## config.mk

```make
export PLATFORM = sky130hd
export DESIGN_NAME = pswallow_fbdiv
export DESIGN_NICKNAME = d
export VERILOG_FILES = /design/src/rtl/pswallow_pkg.sv /design/src/rtl/pswallow_rst_sync.sv /design/src/rtl/pswallow_ratio_loader.sv /design/src/rtl/pswallow_prescaler.sv /design/src/rtl/pswallow_swallow_ctr.sv /design/src/rtl/pswallow_fbdiv.sv
export SDC_FILE = /design/constraint.sdc
export NUM_CORES = 1
export LEC_CHECK = 0
export BUFFER_PORTS_ARGS = -buffer_cell sky130_fd_sc_hd__buf_4
export CAP_MARGIN = 20
export CORE_ASPECT_RATIO = 0.6
export CORE_MARGIN = 4
export CORE_UTILIZATION = 37
export CTS_BUF_LIST = sky130_fd_sc_hd__clkbuf_4 sky130_fd_sc_hd__clkbuf_8
export DETAILED_ROUTE_END_ITERATION = 7
export HOLD_SLACK_MARGIN = 0.05
export PLACE_DENSITY_LB_ADDON = 0.08
export SETUP_SLACK_MARGIN = 0.15
export SLEW_MARGIN = 20
export SYNTH_ARGS = -nofsm -noshare
export SYNTH_HDL_FRONTEND = slang
export SYNTH_HIERARCHICAL = 1
export SYNTH_SLANG_ARGS = --single-unit
export TNS_END_PERCENT = 1
```

## constraint.sdc

```tcl
create_clock -name clk_in -period 0.8 [get_ports clk_in]
set_input_delay 0.04 -clock clk_in [delete_from_list [all_inputs] [get_ports clk_in]]
set_output_delay 0.04 -clock clk_in [all_outputs]
set_load 0.03 [all_outputs]
```

## src/rtl/pswallow_pkg.sv

```systemverilog
package pswallow_pkg;
  // prescaler base modulus (power of two); high modulus is PSC_MOD+1
  localparam int unsigned PSC_MOD   = 4;
  localparam int unsigned PSC_LOG   = $clog2(PSC_MOD);
  // smallest ratio for which program count >= swallow count always holds
  localparam int unsigned MIN_RATIO = PSC_MOD * (PSC_MOD - 1);
endpackage

```

## src/rtl/pswallow_rst_sync.sv

```systemverilog
module pswallow_rst_sync #(
  parameter int unsigned STAGES = 2
) (
  input  logic clk,
  input  logic rst_n,
  output logic rst_b
);
  logic [STAGES-1:0] sync_q;
  logic [STAGES-1:0] sync_d;

  always_comb begin
    sync_d = {sync_q[STAGES-2:0], 1'b1};
  end

  always_ff @(posedge clk or negedge rst_n) begin
    if (!rst_n) sync_q <= '0;
    else        sync_q <= sync_d;
  end

  assign rst_b = sync_q[STAGES-1];
endmodule

```

## src/rtl/pswallow_ratio_loader.sv

```systemverilog
module pswallow_ratio_loader
  import pswallow_pkg::*;
#(
  parameter int unsigned N_W   = 10,
  localparam int unsigned PRG_W = N_W - PSC_LOG
) (
  input  logic             clk,
  input  logic             rst_b,
  input  logic [N_W-1:0]   div_n,
  input  logic             take,
  output logic [PRG_W-1:0] ld_prog,
  output logic [PSC_LOG-1:0] ld_swl,
  output logic             clamped
);
  logic           below_min;
  logic [N_W-1:0] eff_n;
  logic           clamped_d;

  always_comb begin
    below_min = (div_n < N_W'(MIN_RATIO));
    eff_n     = below_min ? N_W'(MIN_RATIO) : div_n;
    ld_prog   = eff_n[N_W-1:PSC_LOG];
    ld_swl    = eff_n[PSC_LOG-1:0];
    clamped_d = take ? below_min : clamped;
  end

  always_ff @(posedge clk or negedge rst_b) begin
    if (!rst_b) clamped <= 1'b0;
    else        clamped <= clamped_d;
  end
endmodule

```

## src/rtl/pswallow_prescaler.sv

```systemverilog
module pswallow_prescaler
  import pswallow_pkg::*;
(
  input  logic clk,
  input  logic rst_b,
  input  logic mod_hi,
  output logic pre_tc
);
  localparam int unsigned PC_W = $clog2(PSC_MOD + 1);

  logic [PC_W-1:0] pc_q;
  logic [PC_W-1:0] pc_d;
  logic [PC_W-1:0] last_cnt;

  always_comb begin
    last_cnt = mod_hi ? PC_W'(PSC_MOD) : PC_W'(PSC_MOD - 1);
    pre_tc   = (pc_q == last_cnt);
    pc_d     = pre_tc ? '0 : pc_q + PC_W'(1);
  end

  always_ff @(posedge clk or negedge rst_b) begin
    if (!rst_b) pc_q <= '0;
    else        pc_q <= pc_d;
  end
endmodule

```

## src/rtl/pswallow_swallow_ctr.sv

```systemverilog
module pswallow_swallow_ctr
  import pswallow_pkg::*;
#(
  parameter int unsigned PRG_W = 8
) (
  input  logic               clk,
  input  logic               rst_b,
  input  logic               pre_tc,
  input  logic [PRG_W-1:0]   ld_prog,
  input  logic [PSC_LOG-1:0] ld_swl,
  output logic               mod_hi,
  output logic               period_end
);
  logic [PRG_W-1:0]   prog_q, prog_d;
  logic [PSC_LOG-1:0] swl_q,  swl_d;
  logic               cnt_en;

  always_comb begin
    mod_hi     = (swl_q != '0);
    period_end = pre_tc && (prog_q == PRG_W'(1));
    cnt_en     = pre_tc;
    prog_d     = prog_q;
    swl_d      = swl_q;
    if (period_end) begin
      prog_d = ld_prog;
      swl_d  = ld_swl;
    end else if (cnt_en) begin
      prog_d = prog_q - PRG_W'(1);
      if (mod_hi) swl_d = swl_q - PSC_LOG'(1);
    end
  end

  always_ff @(posedge clk or negedge rst_b) begin
    if (!rst_b) begin
      prog_q <= PRG_W'(MIN_RATIO / PSC_MOD);
      swl_q  <= PSC_LOG'(MIN_RATIO % PSC_MOD);
    end else begin
      prog_q <= prog_d;
      swl_q  <= swl_d;
    end
  end
endmodule

```

## src/rtl/pswallow_fbdiv.sv

```systemverilog
module pswallow_fbdiv
  import pswallow_pkg::*;
#(
  parameter int unsigned N_W = 10
) (
  input  logic           clk_in,
  input  logic           rst_n,
  input  logic [N_W-1:0] div_n,
  output logic           fb_pulse,
  output logic           n_clamped
);
  localparam int unsigned PRG_W = N_W - PSC_LOG;

  logic               rst_b;
  logic               pre_tc;
  logic               mod_hi;
  logic               period_end;
  logic [PRG_W-1:0]   ld_prog;
  logic [PSC_LOG-1:0] ld_swl;
  logic               pulse_d;

  pswallow_rst_sync #(.STAGES(2)) u_rst (
    .clk   (clk_in),
    .rst_n (rst_n),
    .rst_b (rst_b)
  );

  pswallow_ratio_loader #(.N_W(N_W)) u_load (
    .clk     (clk_in),
    .rst_b   (rst_b),
    .div_n   (div_n),
    .take    (period_end),
    .ld_prog (ld_prog),
    .ld_swl  (ld_swl),
    .clamped (n_clamped)
  );

  pswallow_prescaler u_pre (
    .clk    (clk_in),
    .rst_b  (rst_b),
    .mod_hi (mod_hi),
    .pre_tc (pre_tc)
  );

  pswallow_swallow_ctr #(.PRG_W(PRG_W)) u_swl (
    .clk        (clk_in),
    .rst_b      (rst_b),
    .pre_tc     (pre_tc),
    .ld_prog    (ld_prog),
    .ld_swl     (ld_swl),
    .mod_hi     (mod_hi),
    .period_end (period_end)
  );

  always_comb pulse_d = period_end;

  always_ff @(posedge clk_in or negedge rst_b) begin
    if (!rst_b) fb_pulse <= 1'b0;
    else        fb_pulse <= pulse_d;
  end
endmodule

```

==> impl_metrics.json, run 1 <==
{
  "grtUsageTotal_pct": 14.99,
  "insertion_delay_ps": 250,
  "ys_types": 40,
  "rsz0062_at_grt": "true",
  "cp_max_fo": 4,
  "viasPerCell": 4.994,
  "grtUsageMet2_pct": 21.53,
  "grt_pass1_vias": 938,
  "fillers": 218,
  "setup_ws_ps": -1143,
  "htree_levels": 1,
  "fin_crit_ps": 1943,
  "hold_class": "input pin to async pin",
  "violations": "negative setup slack",
  "drc": 0,
  "cp-end-kind": "flop",
  "min_period_over_period_pct": 242.8,
  "finalNetCount": 165,
  "cts_tree": "done",
  "final_cells": 180,
  "antenna_cells": 0,
  "synth_common_cells": "dfrtp_1 (15), inv_1 (12), o21ai_0 (10), clkbuf_1 (6)",
  "timing.hold.ws_ps": 89.08,
  "path_class": "flop to flop",
  "vias": 899,
  "fmax_mhz": 514.8,
  "arrival_ps": 2080,
  "synth-async-reset-ratio_pct": 100.0,
  "grt_busiest_layer": "met1",
  "skew_ps": 1.450,
  "antenna_found_initial": 0,
  "drt_iter0_drc": 40,
  "syn_nets": 122,
  "setup_viol": 17,
  "avgSynthCellArea_um2": 9.880,
  "dp_slack_ps": -1176,
  "power_density_nw_per_um2": 1082,
  "numClockSinks": 17,
  "fp.dieH_um": 49.21,
  "pin_count": 14,
  "initial_core_util_pct": 40.12,
  "status": "complete, but fails checks",
  "hpwlAfterDp_mm": 1.971,
  "grt-ovfl-total": 0,
  "synthTopCellsByArea": "dfrtp_1 (36%), dfstp_2 (5.0%), ha_1 (4.8%), o21ai_0 (4.8%), inv_1 (4.3%)",
  "wl_per_cell_um": 14.16,
  "drv_slew": 0,
  "synth_most_common_cell": "dfrtp_1",
  "cts_buffers": 3,
  "grt_pass1_wl_mm": 4.485,
  "ant_nets": 0,
  "multi_input_area_um2": 575.6,
  "synth-seq-cells": 17,
  "clk_path_buf_depth": 2,
  "die_area_um2": 3774,
  "core-area_um2": 2610,
  "ys_warn_count": 6,
  "fin_util_pct": 58.01,
  "layout-drive-gt1-share_pct": 47.30,
  "cts.clk_slew.worst_paths_ps": 70,
  "cts.root.buffer_cell": "clkbuf_8",
  "p_leak_uw": 0.0007379,
  "setup_tns_ps": -13810,
  "wl_mm": 2.549,
  "first_pass_iters": 4,
  "synthFlopType": "dfrtp_1",
  "grtUsageMet1_pct": 22.49,
  "synth_cells": 106,
  "seq_area_um2": 429.2,
  "ir_drop_v": 0.0006448,
  "place_inst": 173,
  "area_growth_pct": 44.56,
  "yosysTopAreaCellShare_pct": 35.84,
  "hold_viol_final": 0,
  "syn-cell-area_um2": 1047,
  "die-width_um": 76.69,
  "portBuffers": 13,
  "drv_cap": 0,
  "start_kind": "flop",
  "synth_top_cell_by_area": "dfrtp_1",
  "ys_seq_area_share_pct": 40.86,
  "gr-usage-met3_pct": 3.875,
  "synth-edff-count": 0,
  "grt_start_max_net_pins": 19,
  "place_congestion": 0.8240,
  "rows": 14,
  "worstPathRequired_ps": 940
}
flip-flops by register name (all words and copies together), names as in the netlist:
| name | cells |
|---|---|
| u_load/clamped | 1 |
| u_swl/prog_q | 8 |
| u_pre/pc_q | 3 |
| fb_pulse | 1 |
| u_rst/sync_q | 2 |
| u_swl/swl_q | 2 |
cells in the final DEF (no fill, tap or decap), types with 2 or more instances in the layout:
cell / count
buf_4: 40
dfrtp_1: 14
inv_1: 10
buf_6: 6
o21ai_1: 5
o21ai_0: 5
nor2_1: 4
a22oi_1: 4
nand2_1: 4
clkbuf_8: 3
nor2b_1: 3
mux2i_1: 3
o21bai_1: 2
a21boi_0: 2
nand2b_1: 2
inv_2: 2
mux2_4: 2
a22o_1: 2
a31oi_1: 2
nor3_1: 2
ha_1: 2
dfstp_2: 2
metrics by stage:
stage	power (uW)	instance area [um2]
global route	1734	1514
global placement	1001	1374
floorplan	920.4	1055
finish	1637	1514
CTS	1682	1485
detailed placement	1005	1374
routing by layer:
layer  part of all wire, %  up-vias
met5                     0        -
met4                     0        0
met3                   8.3        0
met2                    41       34
met1                    50      415
li1                      -      450
power by group:
group,switching (uW),internal (uW)
Sequential,1.35,865
Combinational,50.6,74.3
Clock,301,346
layout make-up:
cell class | count | area share (%)
Multi-Input combinational cell | 68 | 38.02
Sequential cell | 17 | 28.35
Tap cell | 32 | 2.645
Inverter | 12 | 2.975
Clock inverter | 1 | 0.3306
Clock buffer | 3 | 2.727
Timing Repair Buffer | 47 | 24.96
worst max-delay path: stages (launching register included):
cell,delay (ps)
dfrtp_1,380
inv_1,60
ha_2,180
inv_2,50
and3b_2,260
o2bb2ai_4,130
nand4bb_4,120
nand2b_4,180
mux2_4,300
a22o_1,180
cell families after synthesis:
kind of cell    after synthesis  share of synthesized area [%]
fa+ha+maj                     4                          4.779
flops                        17                          40.86
other cells                   1                         0.3581
simple gates                 28                          19.48
buf+inv                      21                          9.199
mux                           5                          5.735
compound gates               30                          19.60
path summary, 6_finish.rpt:
check / start / slack, ps / to / depth (start not counted)
setup / recovery: u_swl/swl_q[0]$_DFFE_PN0P_ / -1140 / u_swl/swl_q[0]$_DFFE_PN0P_ / 9
max in group asynchronous: u_rst/sync_q[1]$_DFF_PN0_ / 360 / u_swl/prog_q[0]$_DFFE_PN1P_ / 1
hold reg to reg: u_rst/sync_q[1]$_DFF_PN0_ / 190 / fb_pulse$_DFF_PN0_ / 1
setup reg to reg: u_swl/swl_q[0]$_DFFE_PN0P_ / -1140 / u_swl/swl_q[0]$_DFFE_PN0P_ / 9
min in group clk_in: div_n[2] / 150 / u_swl/prog_q[0]$_DFFE_PN1P_ / 4
hold / removal: rst_n / 90 / u_rst/sync_q[0]$_DFF_PN0_ / 2
repair_timing:
item,4_1_cts,5_1_grt
setup buffers,1,1
setup endpoints to repair,17,17
hold buffers,1,0
pin swaps,2,3
endpoints found under the hold margin,2,0
gates resized for setup,13,7
Power figures use the tool's default switching activity.
==> inputs of run 2 (changes only) <==
--- a/config.mk
+++ b/config.mk
@@ -14,6 +14,7 @@
 export DETAILED_ROUTE_END_ITERATION = 7
 export HOLD_SLACK_MARGIN = 0.05
 export PLACE_DENSITY_LB_ADDON = 0.08
+export RECOVER_POWER = 100
 export SETUP_SLACK_MARGIN = 0.15
 export SLEW_MARGIN = 20
 export SYNTH_ARGS = -nofsm -noshare
==> impl_metrics.json, run 2 (synthesis gave the netlist of run 1 again) <==
{
  "p_leak_uw": 0.0007336,
  "start_kind": "flop",
  "cp-end-kind": "flop",
  "setup_viol": 17,
  "portBuffers": 13,
  "grt_pass1_wl_mm": 4.485,
  "drv_cap": 0,
  "rr_endpoint": "u_swl/swl_q[0]$_DFFE_PN0P_",
  "initial_core_util_pct": 40.12,
  "drv_slew": 0,
  "hold_viol_final": 0,
  "fmax_mhz": 514.5,
  "htree_levels": 1,
  "final_cell_area_um2": 1508,
  "timing.hold.ws_ps": 87.96,
  "skew_ps": 1.701,
  "reg_top3": "u_swl/prog_q: 8 flops, u_pre/pc_q: 3 flops",
  "first_pass_iters": 4,
  "place_area_um2": 1374,
  "violations": "negative setup slack",
  "numClockSinks": 17,
  "layout_commonest_cell": "buf_4",
  "cts_buffers": 3,
  "largest_register_ffs": 8,
  "regMostFlops": "u_swl/prog_q",
  "grtUsageTotal_pct": 14.99,
  "regToRegStartpoint": "u_swl/swl_q[0]$_DFFE_PN0P_",
  "antenna_found_initial": 0,
  "core-area_um2": 2610,
  "fillers": 219,
  "worstPathRequired_ps": 940,
  "place_congestion": 0.8240,
  "ir_drop_v": 0.0006442,
  "hold_class": "input pin to async pin",
  "cts_tree": "done",
  "die-width_um": 76.69,
  "vias": 898,
  "drt_iter0_drc": 40,
  "finalNetCount": 165,
  "status": "complete, but fails checks",
  "fp.dieH_um": 49.21,
  "wl_per_cell_um": 14.21,
  "fin_crit_ps": 1944,
  "rows": 14,
  "clk_path_buf_depth": 2,
  "drc": 0,
  "power_uw": 1634,
  "rsz0062_at_grt": "true",
  "setup_ws_ps": -1144,
  "path_class": "flop to flop",
  "grt-ovfl-total": 0,
  "grt_start_max_net_pins": 19,
  "wl_mm": 2.558,
  "pin_count": 14,
  "insertion_delay_ps": 250,
  "cts.clk_slew.worst_paths_ps": 70,
  "cp_max_fo": 4,
  "min_period_over_period_pct": 243.0,
  "viasPerCell": 4.989,
  "cts.root.buffer_cell": "clkbuf_8",
  "power_density_nw_per_um2": 1084,
  "hpwlAfterDp_mm": 1.971,
  "arrival_ps": 2090,
  "antenna_cells": 0,
  "ant_nets": 0,
  "final_cell_mix": "buf_4 (38), dfrtp_1 (14), inv_1 (10)",
  "grt_pass1_vias": 938,
  "layout-drive-gt1-share_pct": 46.62,
  "reg2reg_slack_ps": -1140,
  "die_area_um2": 3774,
  "area_growth_pct": 43.97,
  "worstRegToRegCells": 9
}
## run 2: cell count changes in the layout (fill, tap and decap cells not counted)
cell | before | now
clkbuf_1 | 0 | 1
buf_4 | 40 | 38
clkbuf_2 | 0 | 1
## run 2: cell type report
type	count	area (um2)	area share (%)
multi-input combinational	68	575.6	38.17
timing repair buffer	47	371.6	24.65
tap	32	40.04	2.656
clock buffer	3	41.29	2.739
inverter	12	45.04	2.988
sequential	17	429.2	28.46
clock inverter	1	5.005	0.3319
## run 2: timing repair
item | in CTS | in global routing
hold buffers | 1 | 0
resized for setup | 13 | 7
setup buffers | 1 | 1
pin swaps | 2 | 3
endpoints found under the hold margin | 2 | 0
endpoints found under the setup margin | 17 | 17
## run 2: worst max path at each step
stage | endpoint | slack, ps | cells after the start | from
after global routing | u_swl/swl_q[1]$_DFFE_PN0P_ | -1270 | 9 | u_swl/swl_q[1]$_DFFE_PN0P_
final | u_swl/swl_q[0]$_DFFE_PN0P_ | -1140 | 9 | u_swl/swl_q[0]$_DFFE_PN0P_
after floorplan | u_swl/swl_q[0]$_DFFE_PN0P_ | -1280 | 11 | u_swl/swl_q[0]$_DFFE_PN0P_
after CTS | u_swl/swl_q[0]$_DFFE_PN0P_ | -1150 | 9 | u_swl/swl_q[1]$_DFFE_PN0P_
after global placement | u_load/clamped$_DFFE_PN0P_ | -1140 | 11 | u_swl/swl_q[0]$_DFFE_PN0P_
after detailed placement | u_swl/swl_q[1]$_DFFE_PN0P_ | -1180 | 9 | u_swl/swl_q[1]$_DFFE_PN0P_
## run 2: worst max-delay path, stage by stage, from the launching register on
cell and delay (ps):
dfrtp_1 380, inv_1 60, ha_2 180, inv_2 50, and3b_2 260, o2bb2ai_4 130
nand4bb_4 120, nand2b_4 180, mux2_4 300, a22o_1 180
## run 2: metal layers
metal	vias to the layer above	share of wire, %	wire, um	track usage [%]
met2	29	40	1033	21.53
met5	-	0	0	0
met3	0	7.0	179	3.875
met1	419	53	1344	22.49
li1	450	-	-	-
met4	0	0	0	2.711
## run 2: per-stage QoR
stage	TNS, ps	instances	utilization, %	setup slack (ps)
floorplan	-13070	106	-	-1284
global placement	-13440	173	52.64	-1135
detailed placement	-13980	173	52.64	-1176
CTS	-13990	179	56.90	-1149
global route	-15630	180	57.77	-1265
finish	-13820	180	57.77	-1144
## run 2: power by group
part           internal, uW  switching, uW  total (uW)
sequential              865           1.33         866
clock                   346            301         647
combinational          70.6           50.6         121
